$ cat src/rtl/bcs_pkg.sv
package bcs_pkg;

   localparam int unsigned LFSR_W   = 32;
   localparam int unsigned N_DRAWS  = 3;
   localparam int unsigned DRAW_STATE = 0;
   localparam int unsigned DRAW_STICK = 1;
   localparam int unsigned DRAW_DEST  = 2;

   typedef enum logic {
      SRC_IDLE   = 1'b0,
      SRC_ACTIVE = 1'b1
   } src_state_e;

   function automatic logic [LFSR_W-1:0] poly_of(input int unsigned idx);
      case (idx)
         0:       return 32'h8020_0003;
         1:       return 32'hB4BC_D35C;
         default: return 32'h8000_0EA6;
      endcase
   endfunction

   function automatic logic [LFSR_W-1:0] seed_of(input int unsigned idx);
      case (idx)
         0:       return 32'h1F3A_9C5D;
         1:       return 32'h6B20_47E1;
         default: return 32'hC0DE_5A17;
      endcase
   endfunction

endpackage

$ cat src/rtl/bcs_lfsr.sv
module bcs_lfsr #(
   parameter int unsigned               W     = 32,
   parameter logic [W-1:0]              POLY  = 32'h8020_0003,
   parameter logic [W-1:0]              SEED  = 32'h1,
   parameter int unsigned               STEPS = 16,
   parameter int unsigned               OUT_W = 16
) (
   input  logic             clk,
   input  logic             rst,
   output logic [OUT_W-1:0] draw
);

   if (OUT_W > W) begin : g_bad_width
      $error("bcs_lfsr: OUT_W exceeds W");
   end
   if (SEED == '0) begin : g_bad_seed
      $error("bcs_lfsr: zero seed locks up");
   end
   if (POLY[W-1] != 1'b1) begin : g_bad_poly
      $error("bcs_lfsr: feedback mask needs its top bit");
   end
   if (STEPS < 1) begin : g_bad_steps
      $error("bcs_lfsr: STEPS must be at least 1");
   end

   logic [W-1:0] state_q;
   logic [W-1:0] state_d;

   always_comb begin
      state_d = state_q;
      for (int s = 0; s < int'(STEPS); s++) begin
         state_d = state_d[0] ? ((state_d >> 1) ^ POLY) : (state_d >> 1);
      end
   end

   always_ff @(posedge clk) begin
      if (rst) state_q <= SEED;
      else     state_q <= state_d;
   end

   assign draw = state_q[W-1 -: OUT_W];


   lfsr_nonzero_chk: assert property (@(posedge clk) disable iff (rst)
      state_q != '0);

endmodule

$ cat src/rtl/bcs_pick.sv
module bcs_pick #(
   parameter int unsigned RANGE  = 8,
   parameter bit          SKIP   = 1'b0,
   parameter int unsigned DRAW_W = 16,
   parameter int unsigned IW     = 3
) (
   input  logic [DRAW_W-1:0] draw,
   input  logic [IW-1:0]     skip_val,
   output logic [IW-1:0]     idx
);

   localparam int unsigned RB     = (RANGE > 1) ? $clog2(RANGE) : 1;
   localparam bit          IS_POW = (RANGE > 1) && ((1 << RB) == RANGE);
   localparam int unsigned PW     = DRAW_W + IW + 1;
   localparam int unsigned LIMIT  = SKIP ? RANGE + 1 : RANGE;

   if (RANGE < 1) begin : g_bad_range
      $error("bcs_pick: RANGE must be at least 1");
   end
   if (LIMIT > (1 << IW)) begin : g_bad_iw
      $error("bcs_pick: IW too narrow for RANGE");
   end
   if (RB > DRAW_W) begin : g_bad_draw
      $error("bcs_pick: draw narrower than range");
   end

   logic [IW-1:0] raw;

   if (RANGE == 1) begin : g_single
      assign raw = '0;
   end else if (IS_POW) begin : g_pow2
      assign raw = IW'(draw[DRAW_W-1 -: RB]);
   end else begin : g_scale
      logic [PW-1:0] prod;
      assign prod = PW'(draw) * PW'(RANGE);
      assign raw  = prod[DRAW_W +: IW];
   end

   if (SKIP) begin : g_skip
      assign idx = (raw >= skip_val) ? raw + IW'(1) : raw;

      always_comb begin
         skip_differs_chk: assert (idx != skip_val || $isunknown(skip_val));
      end
   end else begin : g_plain
      assign idx = raw;
   end


   always_comb begin
      idx_range_chk: assert ({1'b0, idx} < (IW+1)'(LIMIT) || $isunknown(draw));
   end

endmodule

$ cat src/rtl/bcs_onoff.sv
module bcs_onoff
   import bcs_pkg::*;
#(
   parameter int unsigned THR_W = 16
) (
   input  logic             clk,
   input  logic             rst,
   input  logic             slot_tick,
   input  logic [THR_W-1:0] draw,
   input  logic [THR_W-1:0] enter_thr,
   input  logic [THR_W-1:0] leave_thr,
   output logic             active,
   output logic             fresh
);

   src_state_e state_q;
   logic       fresh_q;
   logic       enter_hit;
   logic       leave_hit;

   assign enter_hit = (&enter_thr) | (draw < enter_thr);
   assign leave_hit = (&leave_thr) | (draw < leave_thr);

   always_ff @(posedge clk) begin
      if (rst) begin
         state_q <= SRC_IDLE;
         fresh_q <= 1'b0;
      end else if (slot_tick) begin
         if (state_q == SRC_ACTIVE) begin
            fresh_q <= 1'b0;
            if (leave_hit) state_q <= SRC_IDLE;
         end else if (enter_hit) begin
            state_q <= SRC_ACTIVE;
            fresh_q <= 1'b1;
         end
      end
   end

   assign active = (state_q == SRC_ACTIVE);
   assign fresh  = fresh_q;


   idle_stays_chk: assert property (@(posedge clk) disable iff (rst)
      (slot_tick && !active && enter_thr == '0) |=> !active);


   always_enter_chk: assert property (@(posedge clk) disable iff (rst)
      (slot_tick && !active && (&enter_thr)) |=> (active && fresh));


   hold_state_chk: assert property (@(posedge clk) disable iff (rst)
      !slot_tick |=> ($stable(active) && $stable(fresh)));

endmodule

$ cat src/rtl/burst_cell_source.sv
module burst_cell_source
   import bcs_pkg::*;
#(
   parameter  int unsigned NUM_PORTS  = 8,
   parameter  int unsigned THR_W      = 16,
   parameter  int unsigned LFSR_STEPS = 16,
   localparam int unsigned DEST_W     = (NUM_PORTS > 2) ? $clog2(NUM_PORTS) : 1
) (
   input  logic              clk,
   input  logic              rst,
   input  logic              slot_tick,
   input  logic [THR_W-1:0]  enter_thr,
   input  logic [THR_W-1:0]  leave_thr,
   input  logic [THR_W-1:0]  stick_thr,
   output logic              cell_valid,
   output logic [DEST_W-1:0] cell_dest
);

   if (NUM_PORTS < 2) begin : g_bad_ports
      $error("burst_cell_source: need at least two ports");
   end
   if (THR_W < 2 || THR_W > LFSR_W) begin : g_bad_thr
      $error("burst_cell_source: THR_W out of range");
   end

   logic [THR_W-1:0] draws [N_DRAWS];

   for (genvar g = 0; g < int'(N_DRAWS); g++) begin : g_src
      bcs_lfsr #(
         .W     (LFSR_W),
         .POLY  (poly_of(g)),
         .SEED  (seed_of(g)),
         .STEPS (LFSR_STEPS),
         .OUT_W (THR_W)
      ) u_lfsr (
         .clk  (clk),
         .rst  (rst),
         .draw (draws[g])
      );
   end

   logic active;
   logic fresh;

   bcs_onoff #(.THR_W(THR_W)) u_onoff (
      .clk       (clk),
      .rst       (rst),
      .slot_tick (slot_tick),
      .draw      (draws[DRAW_STATE]),
      .enter_thr (enter_thr),
      .leave_thr (leave_thr),
      .active    (active),
      .fresh     (fresh)
   );

   logic [DEST_W-1:0] cur_dest;
   logic [DEST_W-1:0] first_idx;
   logic [DEST_W-1:0] other_idx;
   logic [DEST_W-1:0] next_dest;
   logic              keep_hit;

   bcs_pick #(
      .RANGE  (NUM_PORTS),
      .SKIP   (1'b0),
      .DRAW_W (THR_W),
      .IW     (DEST_W)
   ) u_first (
      .draw     (draws[DRAW_DEST]),
      .skip_val (cur_dest),
      .idx      (first_idx)
   );

   bcs_pick #(
      .RANGE  (NUM_PORTS - 1),
      .SKIP   (1'b1),
      .DRAW_W (THR_W),
      .IW     (DEST_W)
   ) u_other (
      .draw     (draws[DRAW_DEST]),
      .skip_val (cur_dest),
      .idx      (other_idx)
   );

   assign keep_hit = (&stick_thr) | (draws[DRAW_STICK] < stick_thr);

   always_comb begin
      if (fresh)         next_dest = first_idx;
      else if (keep_hit) next_dest = cur_dest;
      else               next_dest = other_idx;
   end

   always_ff @(posedge clk) begin
      if (rst) begin
         cell_valid <= 1'b0;
         cell_dest  <= '0;
         cur_dest   <= '0;
      end else begin
         cell_valid <= slot_tick & active;
         if (slot_tick && active) begin
            cell_dest <= next_dest;
            cur_dest  <= next_dest;
         end else begin
            cell_dest <= '0;
         end
      end
   end


   cell_after_tick_chk: assert property (@(posedge clk) disable iff (rst)
      cell_valid |-> ($past(slot_tick) && $past(active)));


   dest_quiet_chk: assert property (@(posedge clk) disable iff (rst)
      !cell_valid |-> (cell_dest == '0));


   dest_legal_chk: assert property (@(posedge clk) disable iff (rst)
      cell_valid |-> (int'(cell_dest) < int'(NUM_PORTS)));


   keep_all_chk: assert property (@(posedge clk) disable iff (rst)
      (slot_tick && active && !fresh && (&stick_thr)) |=> (cell_dest == $past(cur_dest)));


   swap_all_chk: assert property (@(posedge clk) disable iff (rst)
      (slot_tick && active && !fresh && stick_thr == '0) |=> (cell_dest != $past(cur_dest)));

endmodule

$ cat config.mk
export PLATFORM = sky130hd
export DESIGN_NAME = burst_cell_source
export DESIGN_NICKNAME = d
export VERILOG_FILES = /design/src/rtl/bcs_pkg.sv /design/src/rtl/bcs_lfsr.sv /design/src/rtl/bcs_pick.sv /design/src/rtl/bcs_onoff.sv /design/src/rtl/burst_cell_source.sv
export SDC_FILE = /design/constraint.sdc
export NUM_CORES = 1
export LEC_CHECK = 0
export ABC_CLOCK_PERIOD_IN_PS = 10410
export BUFFER_PORTS_ARGS = -buffer_cell sky130_fd_sc_hd__buf_2
export CAP_MARGIN = 20
export CORE_ASPECT_RATIO = 0.6
export CORE_MARGIN = 10
export CORE_UTILIZATION = 55
export DETAILED_ROUTE_END_ITERATION = 10
export PLACE_DENSITY = 0.85
export SLEW_MARGIN = 20
export SYNTH_ARGS = -nofsm -noshare
export SYNTH_HDL_FRONTEND = slang
export SYNTH_SLANG_ARGS = --single-unit
$ cat constraint.sdc
create_clock -name clk -period 10.41 [get_ports clk]
set_clock_uncertainty 0.2 [all_clocks]
set_input_delay 2.082 -clock clk [delete_from_list [all_inputs] [get_ports clk]]
set_output_delay 2.082 -clock clk [all_outputs]
set_load 0.01 [all_outputs]
======== Yosys cells after proc, flatten, opt, wreduce, memory -nomap -nowiden ========
Cells that the tools add are included.
cells by class
  muxes and demuxes ....................... 56
  bitwise gates (word level) .............. 55
  multipliers ............................. 1
  reduce and logical (&&, ||, !) cells .... 9
  add/sub/neg operators ................... 1
  order comparisons ....................... 4
operators with widths
  kind                                                count
  two-way mux 32 bit                                  46
  inverter 17 -> 18 bit                               16
  inverter 7 -> 8 bit                                 16
  inverter 3 -> 4 bit                                 16
  < comparator 16 bit                                 3
  AND reduction 16 bit                                3
  two-way mux 30 bit                                  1
  two-way mux 22 bit                                  1
  multiplier 16 x 3 -> 19 bit, second input constant  1
  two-way mux 3 bit                                   3
  OR reduction 2 bit                                  3
  two-way mux 1 bit                                   5
  adder 3 x 1 -> 3 bit, second input constant         1
  >= comparator 3 bit                                 1
  inverter 1 bit                                      3
  OR 1 bit                                            3
  AND reduction 2 bit                                 1
  nonzero test 2 bit                                  1
  bitwise AND 1 bit                                   1
  logical AND 1 bit                                   1
storage, ports and cells
  input bits .............................. 51
  output and inout bits ................... 4
  register bits ........................... 105
  word-level logic and storage cells ...... 136

======== Logic depth before layout (Yosys ltp) ========
Gate-level depths: netlist of run 1.
  depth after elaboration ................. 32
  depth in mapped cells ................... 17
  depth with buffers taken out ............ 16

======== Hierarchy ========
Synthesis of run 1 repeated with hierarchy kept, for this count alone.
second synthesis, totals
  cell total of the unflattened synthesis .. 871
  area, all modules ....................... 9032.4 um^2
modules (own cells, without submodules)
  module                       cells each  area each (um^2)  instances  sequential area each (um^2)
  bcs_lfsr at g_src[1].u_lfsr  231         2666.3            1          640.6
  bcs_lfsr at g_src[2].u_lfsr  173         1934.4            1          640.6
  bcs_lfsr at g_src[0].u_lfsr  141         1803.0            1          640.6
  bcs_pick at u_other          107         965.9             1          0.0
  bcs_onoff                    128         920.9             1          40.0
  burst_cell_source            88          719.4             1          140.1
  bcs_pick at u_first          3           22.5              1          0.0

======== Worst setup path after synthesis of run 1 ========
No wires, ideal clock.
  path type ............................... reg2reg
  start ................................... register g_src[2].u_lfsr.state_q[22]
  end ..................................... register cur_dest[0]
  library setup time ...................... 58 ps
  period minus slack after synthesis ...... 4376 ps
  path buffers ............................ 0
  stages on the path, launching flop included .. 17
  arrival time ............................ 4118 ps
  required time ........................... 10152 ps
  setup slack ............................. 6034 ps
  path through ............................ dfxtp_1 fa_1 ha_1 a21o_1 a2111oi_0 a211oi_1 or3_1 nand2_1 nand2b_1 ha_1 or4bb_1 nor3_1 a2111oi_0 and4_1 o211a_1 nor2_1 a21o_1
between the ends
  cells in the longest elaborated chain, start to end .. 5
  elaborated cells on any way between the ends .. 6
  those cells by class .................... 1 x add/sub; 1 x mul; 1 x order compare; 3 x mux
ends and longest elaborated chain
  element                                                             line                      source
  start, declared                                                     bcs_lfsr.sv:26            logic [W-1:0] state_q;
  start signal, assigned                                              bcs_lfsr.sv:38            else state_q <= state_d;
  multiplier 16 x 3 -> 19 bit (*)                                     bcs_pick.sv:35            assign prod = PW'(draw) * PW'(RANGE);
  adder 3 x 1 -> 3 bit / >= comparator 3 bit (equally long branches)  bcs_pick.sv:40            assign idx = (raw >= skip_val) ? raw + IW'(1) : raw;
  two-way mux 3 bit (*)                                               bcs_pick.sv:40
  two-way mux 3 bit (*)                                               burst_cell_source.sv:88   else if (keep_hit) next_dest = cur_dest;
  two-way mux 3 bit (*)                                               burst_cell_source.sv:87   if (fresh) next_dest = first_idx;
  end signal, assigned                                                burst_cell_source.sv:101  cur_dest <= next_dest;
  end, declared                                                       burst_cell_source.sv:56   logic [DEST_W-1:0] cur_dest;
Mark *: on every way between the ends. The rest lies on a longest branch, timed or not.
A chain may end at the register's enable or synchronous reset.

======== Worst setup path in the final report of run 1 ========
Ends and elaborated chain as after synthesis.

==> metrics, run 1 <==
status complete, no violations; footprint of the multi-input gates 5320 um^2; ant diodes 0; syn nets 919; vias in the first global route 5530; Final period util 51.8%; Worst-Margin Slew 954 ps; H-tree Lvls 3; Vias 5405; post-route design area 8430 um^2; total track usage 19.0%; YS warnings 0; Synth-to-Final Area Change 8.95%; mean post-synth cell area 9.81 um^2; starting density of the core 56.5%; Setup crit end kind flop; Max-Cap Viols 0; CTS hold repair buffers 0; FF-to-FF setup slack 5010 ps; chip height 112 um; fin nets 961; Yosys cell types 50; WP data required 10450 ps; Final Instance Count excl. Fillers 1028; post-CTS sizing 0; Clock transition at path regs 70 ps; placed cell area 8130 um^2; die area 19400 um^2; Worst-Skew Late Latency 360 ps; worst setup path end cur_dest[0]; GPL Wtd Cong 0.975; CP startpoint kind flop; RSZ-0062 raised after global routing false; largest net degree at the start of global routing 102; Placed Cells 1012; post-DP HPWL 14300 um; initial antenna violation count 0; R2R cell count 16; cts bufs inserted 9; layout filler cell count 1139; HP Class reg2reg; WHS 305 ps; Highest Clock Rate 0.185 GHz; Final ANT Viol Nets 0; CTS tree yes; CP Class reg2reg; Critical Path AT 5440 ps; register bit total from synthesis 105; worst r2r src g_src[2].u_lfsr.state_q[22]; critical path peak fanout 8; DRC 0; clk buf depth 2; input/output buffers 54; min cycle time layout 5400 ps; RR Endpoint cur_dest[0]; Fin. Hold Viols 0; relative slew slack 35.9%; Ports 55; commonest non-fill, non-tap cells in the layout 172 x xnor2_1, 105 x dfxtp_1, 73 x xor2_1; synthesized instance count 789; clock root cell clkbuf_16; TNS Setup 0 ps; most common cell after layout, fill and taps aside xnor2_1; clock sinks 105; Seq/Total Area, Yosys 27.2%; CORE AREA 13700 um^2; Async S/R FF share, synth 0%; die width 173 um; Worst Hold Launch cur_dest[2]; DRT iter0 DRCs 482; Routed Wire Length 18100 um; CP startpoint g_src[2].u_lfsr.state_q[22]; WL/cell 17.6 um; Setup Viol. Count Final 0; Reg area 2100 um^2; post-synthesis cell area 7740 um^2; drt via density 5.26; top_reg_cell synth dfxtp_1; post-CTS setup buffers 0; drt pass-1 iters 5; share of post-route cells with drive strength above 1 13.8%; Post-synth EDFFs 0; Slew Viols, Final 0; first-pass GRT wire length 29800 um; gr ovfl total 0; cell row count 33
registers in the layout (all words and copies together) (netlist names):
name,cells
u_onoff.active,1
cell_dest,3
cell_valid,1
cur_dest,3
u_onoff.fresh,1
g_src.u_lfsr.state_q,96
through the flow:
stage	setup slack [ps]	util (%)
2_1_floorplan	6030	-
3_3_place_gp	5580	59.3
3_5_place_dp	5440	59.3
4_1_cts	5080	61.5
5_1_grt	4690	61.5
6_report	5010	61.5
cell usage after synthesis, types with 2 or more instances:
cell type | count | area, um^2
a21oi_1 | 19 | 95.1
xnor2_2 | 14 | 228
dfxtp_1 | 105 | 2100
o21a_1 | 5 | 37.5
nand3_1 | 7 | 35.0
o211a_1 | 4 | 40.0
xor2_4 | 3 | 82.6
inv_1 | 52 | 195
mux2i_1 | 2 | 20.0
or3_1 | 4 | 25.0
o21bai_1 | 2 | 15.0
nor2_1 | 52 | 195
nand2_1 | 10 | 37.5
buf_2 | 7 | 35.0
fa_1 | 15 | 300
a21o_1 | 13 | 97.6
buf_6 | 4 | 45.0
o2111ai_1 | 2 | 17.5
nor3_1 | 8 | 40.0
xnor2_4 | 4 | 110
o211ai_1 | 4 | 30.0
nor4_1 | 3 | 18.8
xor2_2 | 7 | 114
a211oi_1 | 5 | 37.5
or2_2 | 14 | 87.6
nor3b_1 | 2 | 15.0
and4_1 | 4 | 35.0
xnor2_1 | 172 | 1510
a2111oi_0 | 2 | 17.5
ha_1 | 64 | 801
o21ai_0 | 14 | 70.1
nor2b_1 | 11 | 68.8
nand4_1 | 14 | 87.6
clkbuf_1 | 12 | 45.0
nand2b_1 | 42 | 263
xor2_1 | 73 | 639
worst min path at each step:
stage                                 end  slack, ps  cells past startpoint
2_1_floorplan  g_src[0].u_lfsr.state_q[2]        250                      1
3_3_place_gp                  cur_dest[0]        290                      1
3_5_place_dp                 cell_dest[2]        290                      2
4_1_cts                      cell_dest[2]        310                      2
5_1_grt        g_src[0].u_lfsr.state_q[5]        320                      1
6_report                     cell_dest[2]        300                      2
cells by family after synthesis:
| group | count (synthesis) | synth area share, % |
|---|---|---|
| buffers and inverters | 76 | 4.19 |
| adders and majority gates | 80 | 14.4 |
| xor gates and xnor gates | 275 | 35.3 |
| muxes | 2 | 0.259 |
| AOI/OAI and AO/OA | 76 | 6.58 |
| and+or+nand+nor | 175 | 12.2 |
| DFF | 105 | 27.2 |
final cells by class:
| class | instances | share of cell area, % |
|---|---|---|
| clock inverter | 6 | 0.771 |
| inverter | 52 | 2.31 |
| clock buffer | 10 | 2.83 |
| timing repair buffer | 55 | 3.29 |
| multi-input combinational | 608 | 63.0 |
| tap | 192 | 2.85 |
| sequential | 105 | 24.9 |
critical path, stage by stage, from the launching register on:
cell	delay [ps]
dfxtp_1	450
fa_1	460
ha_1	340
a21o_1	170
a2111oi_0	710
a211oi_1	280
or3_1	410
nand2_1	110
nand2b_1	70
ha_1	370
or4bb_1	220
nor3_1	50
a2111oi_0	790
and4_1	300
o211a_1	160
nor2_1	50
a21o_1	150
per-layer routing:
layer,vias up,GRT usage [%],share of wire (%)
met2,191,24.4,37
met5,-,0,0
li1,2645,-,-
met4,0,3.66,0.73
met3,13,8.87,11
met1,2556,27.8,51
Power of run 1 is left out: the tool's default activity adds up to more than one toggle a clock period on the data nets, which glitch-free logic cannot reach.
==> run 2: changes to the inputs <==
--- a/config.mk
+++ b/config.mk
@@ -5,14 +5,15 @@
 export SDC_FILE = /design/constraint.sdc
 export NUM_CORES = 1
 export LEC_CHECK = 0
-export ABC_CLOCK_PERIOD_IN_PS = 10410
+export ABC_AREA = 1
+export ABC_CLOCK_PERIOD_IN_PS = 4700
 export BUFFER_PORTS_ARGS = -buffer_cell sky130_fd_sc_hd__buf_2
 export CAP_MARGIN = 20
 export CORE_ASPECT_RATIO = 0.6
 export CORE_MARGIN = 10
 export CORE_UTILIZATION = 55
 export DETAILED_ROUTE_END_ITERATION = 10
-export PLACE_DENSITY = 0.85
+export PLACE_DENSITY = 0.87
 export SLEW_MARGIN = 20
 export SYNTH_ARGS = -nofsm -noshare
 export SYNTH_HDL_FRONTEND = slang
==> constraint.sdc (replaced) <==
create_clock -name clk -period 4.7 [get_ports clk]
set_clock_uncertainty 0.2 [all_clocks]
set_input_delay 0.94 -clock clk [delete_from_list [all_inputs] [get_ports clk]]
set_output_delay 0.94 -clock clk [all_outputs]
set_load 0.01 [all_outputs]
==> run 2 against run 1 <==
Critical path depth rose by 7. Routed wire length rose by 28%. Count of clock-buffer cells in the layout did not move. Hold slack got worse by 41 ps. Global-route usage rose by 2.8 points. Area after synthesis rose by 11%. Critical endpoint is now g_src[0].u_lfsr.state_q[0].
==> metrics, run 2 <==
DRC 0 (unchanged); WP data required 4730 ps (was 10450 ps); starting density of the core 56.1% (was 56.5%); top_reg_cell synth dfxtp_1 (unchanged); Seq/Total Area, Yosys 24.4% (was 27.2%); HP Class reg2reg (unchanged); relative slew slack 45.6% (was 35.9%); Critical Path AT 4100 ps (was 5440 ps); cts bufs inserted 9 (unchanged); Yosys cell types 49 (was 50); DRT iter0 DRCs 1089 (was 482); Final period util 86.7% (was 51.8%); Clock transition at path regs 80 ps (was 70 ps); GPL Wtd Cong 1.01 (was 0.975); register bit total from synthesis 105 (unchanged); Setup Viol. Count Final 0 (unchanged); CORE AREA 15300 um^2 (was 13700 um^2); top-count cell post-synth nand2_1 (was xnor2_1); share of post-route cells with drive strength above 1 13.2% (was 13.8%); delay of the slowest cell on the worst path 480 ps (was 790 ps); Async S/R FF share, synth 0% (unchanged); H-tree Lvls 3 (unchanged); WL/cell 17.2 um (was 17.6 um); Worst path top cell family by delay simple AND/OR/NAND/NOR gates (was compound AO/OA/AOI/OAI gates); input/output buffers 54 (unchanged); share of the synthesized area in the top cell type 24.4% (was 27.2%); TNS Setup 0 ps (unchanged); Post-synth EDFFs 0 (unchanged); CP startpoint kind flop (unchanged); CP Class reg2reg (unchanged); initial antenna violation count 0 (unchanged); critical path depth 23 (was 16); die area 21200 um^2 (was 19400 um^2); RSZ-0062 raised after global routing false (unchanged); Ports 55 (unchanged); Placed Cells 1329 (was 1012); post-synthesis cell area 8600 um^2 (was 7740 um^2); status complete, no violations (unchanged); YS warnings 0 (unchanged); largest area contributor in the netlist dfxtp_1 (unchanged); critical path peak fanout 7 (was 8); Crit-path slowest cell dfxtp_1 (was a2111oi_0); fin nets 1267 (was 961); synthesized instance count 1087 (was 789); min cycle time layout 4070 ps (was 5400 ps); Fin. Hold Viols 0 (unchanged); R2R cell count 23 (was 16); chip height 117 um (was 112 um); crit-path cells inv_1 -> nand2_1 -> nand2_1 -> nand2_1 -> nand2_1 -> nand2_1 -> nand2_1 -> inv_1 -> nand3_1 -> nand2_1 -> nand2_1 -> nand3_1 -> nand3_1 -> nand2_1 -> nand2_1 -> nand3_1 -> nand2_1 -> nand2_1 -> nand2_1 -> nand2_1 -> nand3_1 -> nand3_1 -> nand3_1 (was fa_1 -> ha_1 -> a21o_1 -> a2111oi_0 -> a211oi_1 -> or3_1 -> nand2_1 -> nand2b_1 -> ha_1 -> or4bb_1 -> nor3_1 -> a2111oi_0 -> and4_1 -> o211a_1 -> nor2_1 -> a21o_1); Highest Clock Rate 0.246 GHz (was 0.185 GHz); Post-synth top cells 221 x nand2_1, 131 x inv_1, 112 x xor2_1 (was 172 x xnor2_1, 105 x dfxtp_1, 73 x xor2_1); clock root cell clkbuf_16 (unchanged); largest net degree at the start of global routing 63 (was 102); mean post-synth cell area 7.91 um^2 (was 9.81 um^2); syn nets 1217 (was 919); drt pass-1 iters 6 (was 5); CP bufs+invs 2 (was 0); clock sinks 105 (unchanged); synth top area cells dfxtp_1 24%, xor2_1 11%, nand2_1 9.6%, ha_1 9.3%, xnor2_1 6.8% (was dfxtp_1 27%, xnor2_1 19%, ha_1 10%, xor2_1 8.3%, fa_1 3.9%); die width 181 um (was 173 um); layout filler cell count 1282 (was 1139); total track usage 21.9% (was 19.0%); Max-Cap Viols 0 (unchanged); Final ANT Viol Nets 0 (unchanged); Final Instance Count excl. Fillers 1345 (was 1028); Vias 7341 (was 5405); post-CTS sizing 0 (unchanged); Slew Viols, Final 0 (unchanged); CTS hold repair buffers 0 (unchanged); Synth-to-Final Area Change 8.49% (was 8.95%); Worst-Margin Slew 805 ps (was 954 ps); first-pass GRT wire length 37000 um (was 29800 um); ant diodes 0 (unchanged); Setup crit end kind flop (unchanged); CTS tree yes (unchanged); clk buf depth 2 (unchanged); post-DP HPWL 18800 um (was 14300 um); Core Util, Final 60.9% (was 61.5%); vias in the first global route 6925 (was 5530); cell row count 35 (was 33); gr ovfl total 0 (unchanged); commonest non-fill, non-tap cells in the layout 221 x nand2_1, 131 x inv_1, 112 x xor2_1 (was 172 x xnor2_1, 105 x dfxtp_1, 73 x xor2_1); cell mode on critical path nand2_1; post-CTS setup buffers 0 (unchanged); hold depth 2 (unchanged); top flop regs g_src.u_lfsr.state_q x96, cell_dest x3, cur_dest x3 (unchanged); Routed Wire Length 23200 um (was 18100 um); Worst-Skew Late Latency 360 ps (about the same); drt via density 5.46 (was 5.26); Largest Register g_src.u_lfsr.state_q (unchanged); most common cell after layout, fill and taps aside nand2_1 (was xnor2_1); Largest register FFs 96 (unchanged)
## run 2: cell types whose count changed after synthesis, moves of 9 or more
| cell | previous run | this run |
|---|---|---|
| o21ai_0 | 14 | 27 |
| xnor2_1 | 172 | 67 |
| xor2_1 | 73 | 112 |
| nor2b_1 | 11 | 0 |
| nand2_4 | 0 | 9 |
| nand2b_1 | 42 | 0 |
| a21o_1 | 13 | 4 |
| nand3_1 | 7 | 67 |
| a21oi_1 | 19 | 70 |
| nand2_2 | 0 | 19 |
| inv_1 | 52 | 131 |
| o21ai_1 | 0 | 9 |
| nand2_1 | 10 | 221 |
## run 2: kinds of logic after synthesis
| logic type | synth area share (%) |
|---|---|
| AOI/OAI and AO/OA | 7.96 |
| xor gates and xnor gates | 25.9 |
| adders and majority gates | 12.8 |
| buffers and inverters | 7.27 |
| DFF | 24.4 |
| and+or+nand+nor | 21.7 |
## run 2: worst reg2reg max path, delay by kind of cell, from the launching register on
family | cells | cell delay, ps
simple gates | 21 | 2830
flops | 1 | 480
buf+inv | 2 | 430
## run 2: through the flow
| step | worst slack (ps) | hold slack [ps] | cell area, um^2 |
|---|---|---|---|
| after floorplan | 1480 | 224 | 8600 |
| after global placement | 996 | 240 | 9050 |
| after detailed placement | 874 | 242 | 9050 |
| after CTS | 821 | 261 | 9330 |
| after global routing | 336 | 292 | 9330 |
| final | 627 | 263 | 9330 |
## run 2: metal layers
layer | global-route usage (%) | wire length [um] | up-vias
met5 | 0 | 0 | -
met4 | 3.29 | 187 | 0
met1 | 32.1 | 11100 | 3360
met2 | 29.1 | 8590 | 408
li1 | - | - | 3546
met3 | 8.97 | 3260 | 27
## run 2: area by class of cell
class / instances / area [um^2] / area share [%]
Multi-Input combinational cell: 825 / 5880 / 62.9
Clock buffer: 10 / 229 / 2.45
Inverter: 139 / 524 / 5.62
Tap cell: 203 / 254 / 2.72
Timing Repair Buffer: 57 / 293 / 3.14
Clock inverter: 6 / 56.3 / 0.603
Sequential cell: 105 / 2100 / 22.5
## run 2: final timing paths
| check | from | to | slack [ps] |
|---|---|---|---|
| max reg2reg | g_src[0].u_lfsr.state_q[0] | g_src[0].u_lfsr.state_q[0] | 630 |
| min | g_src[0].u_lfsr.state_q[16] | g_src[0].u_lfsr.state_q[0] | 260 |
| min reg2reg | g_src[0].u_lfsr.state_q[16] | g_src[0].u_lfsr.state_q[0] | 260 |
| max | g_src[0].u_lfsr.state_q[0] | g_src[0].u_lfsr.state_q[0] | 630 |
Power of run 2 is left out for the same reason.
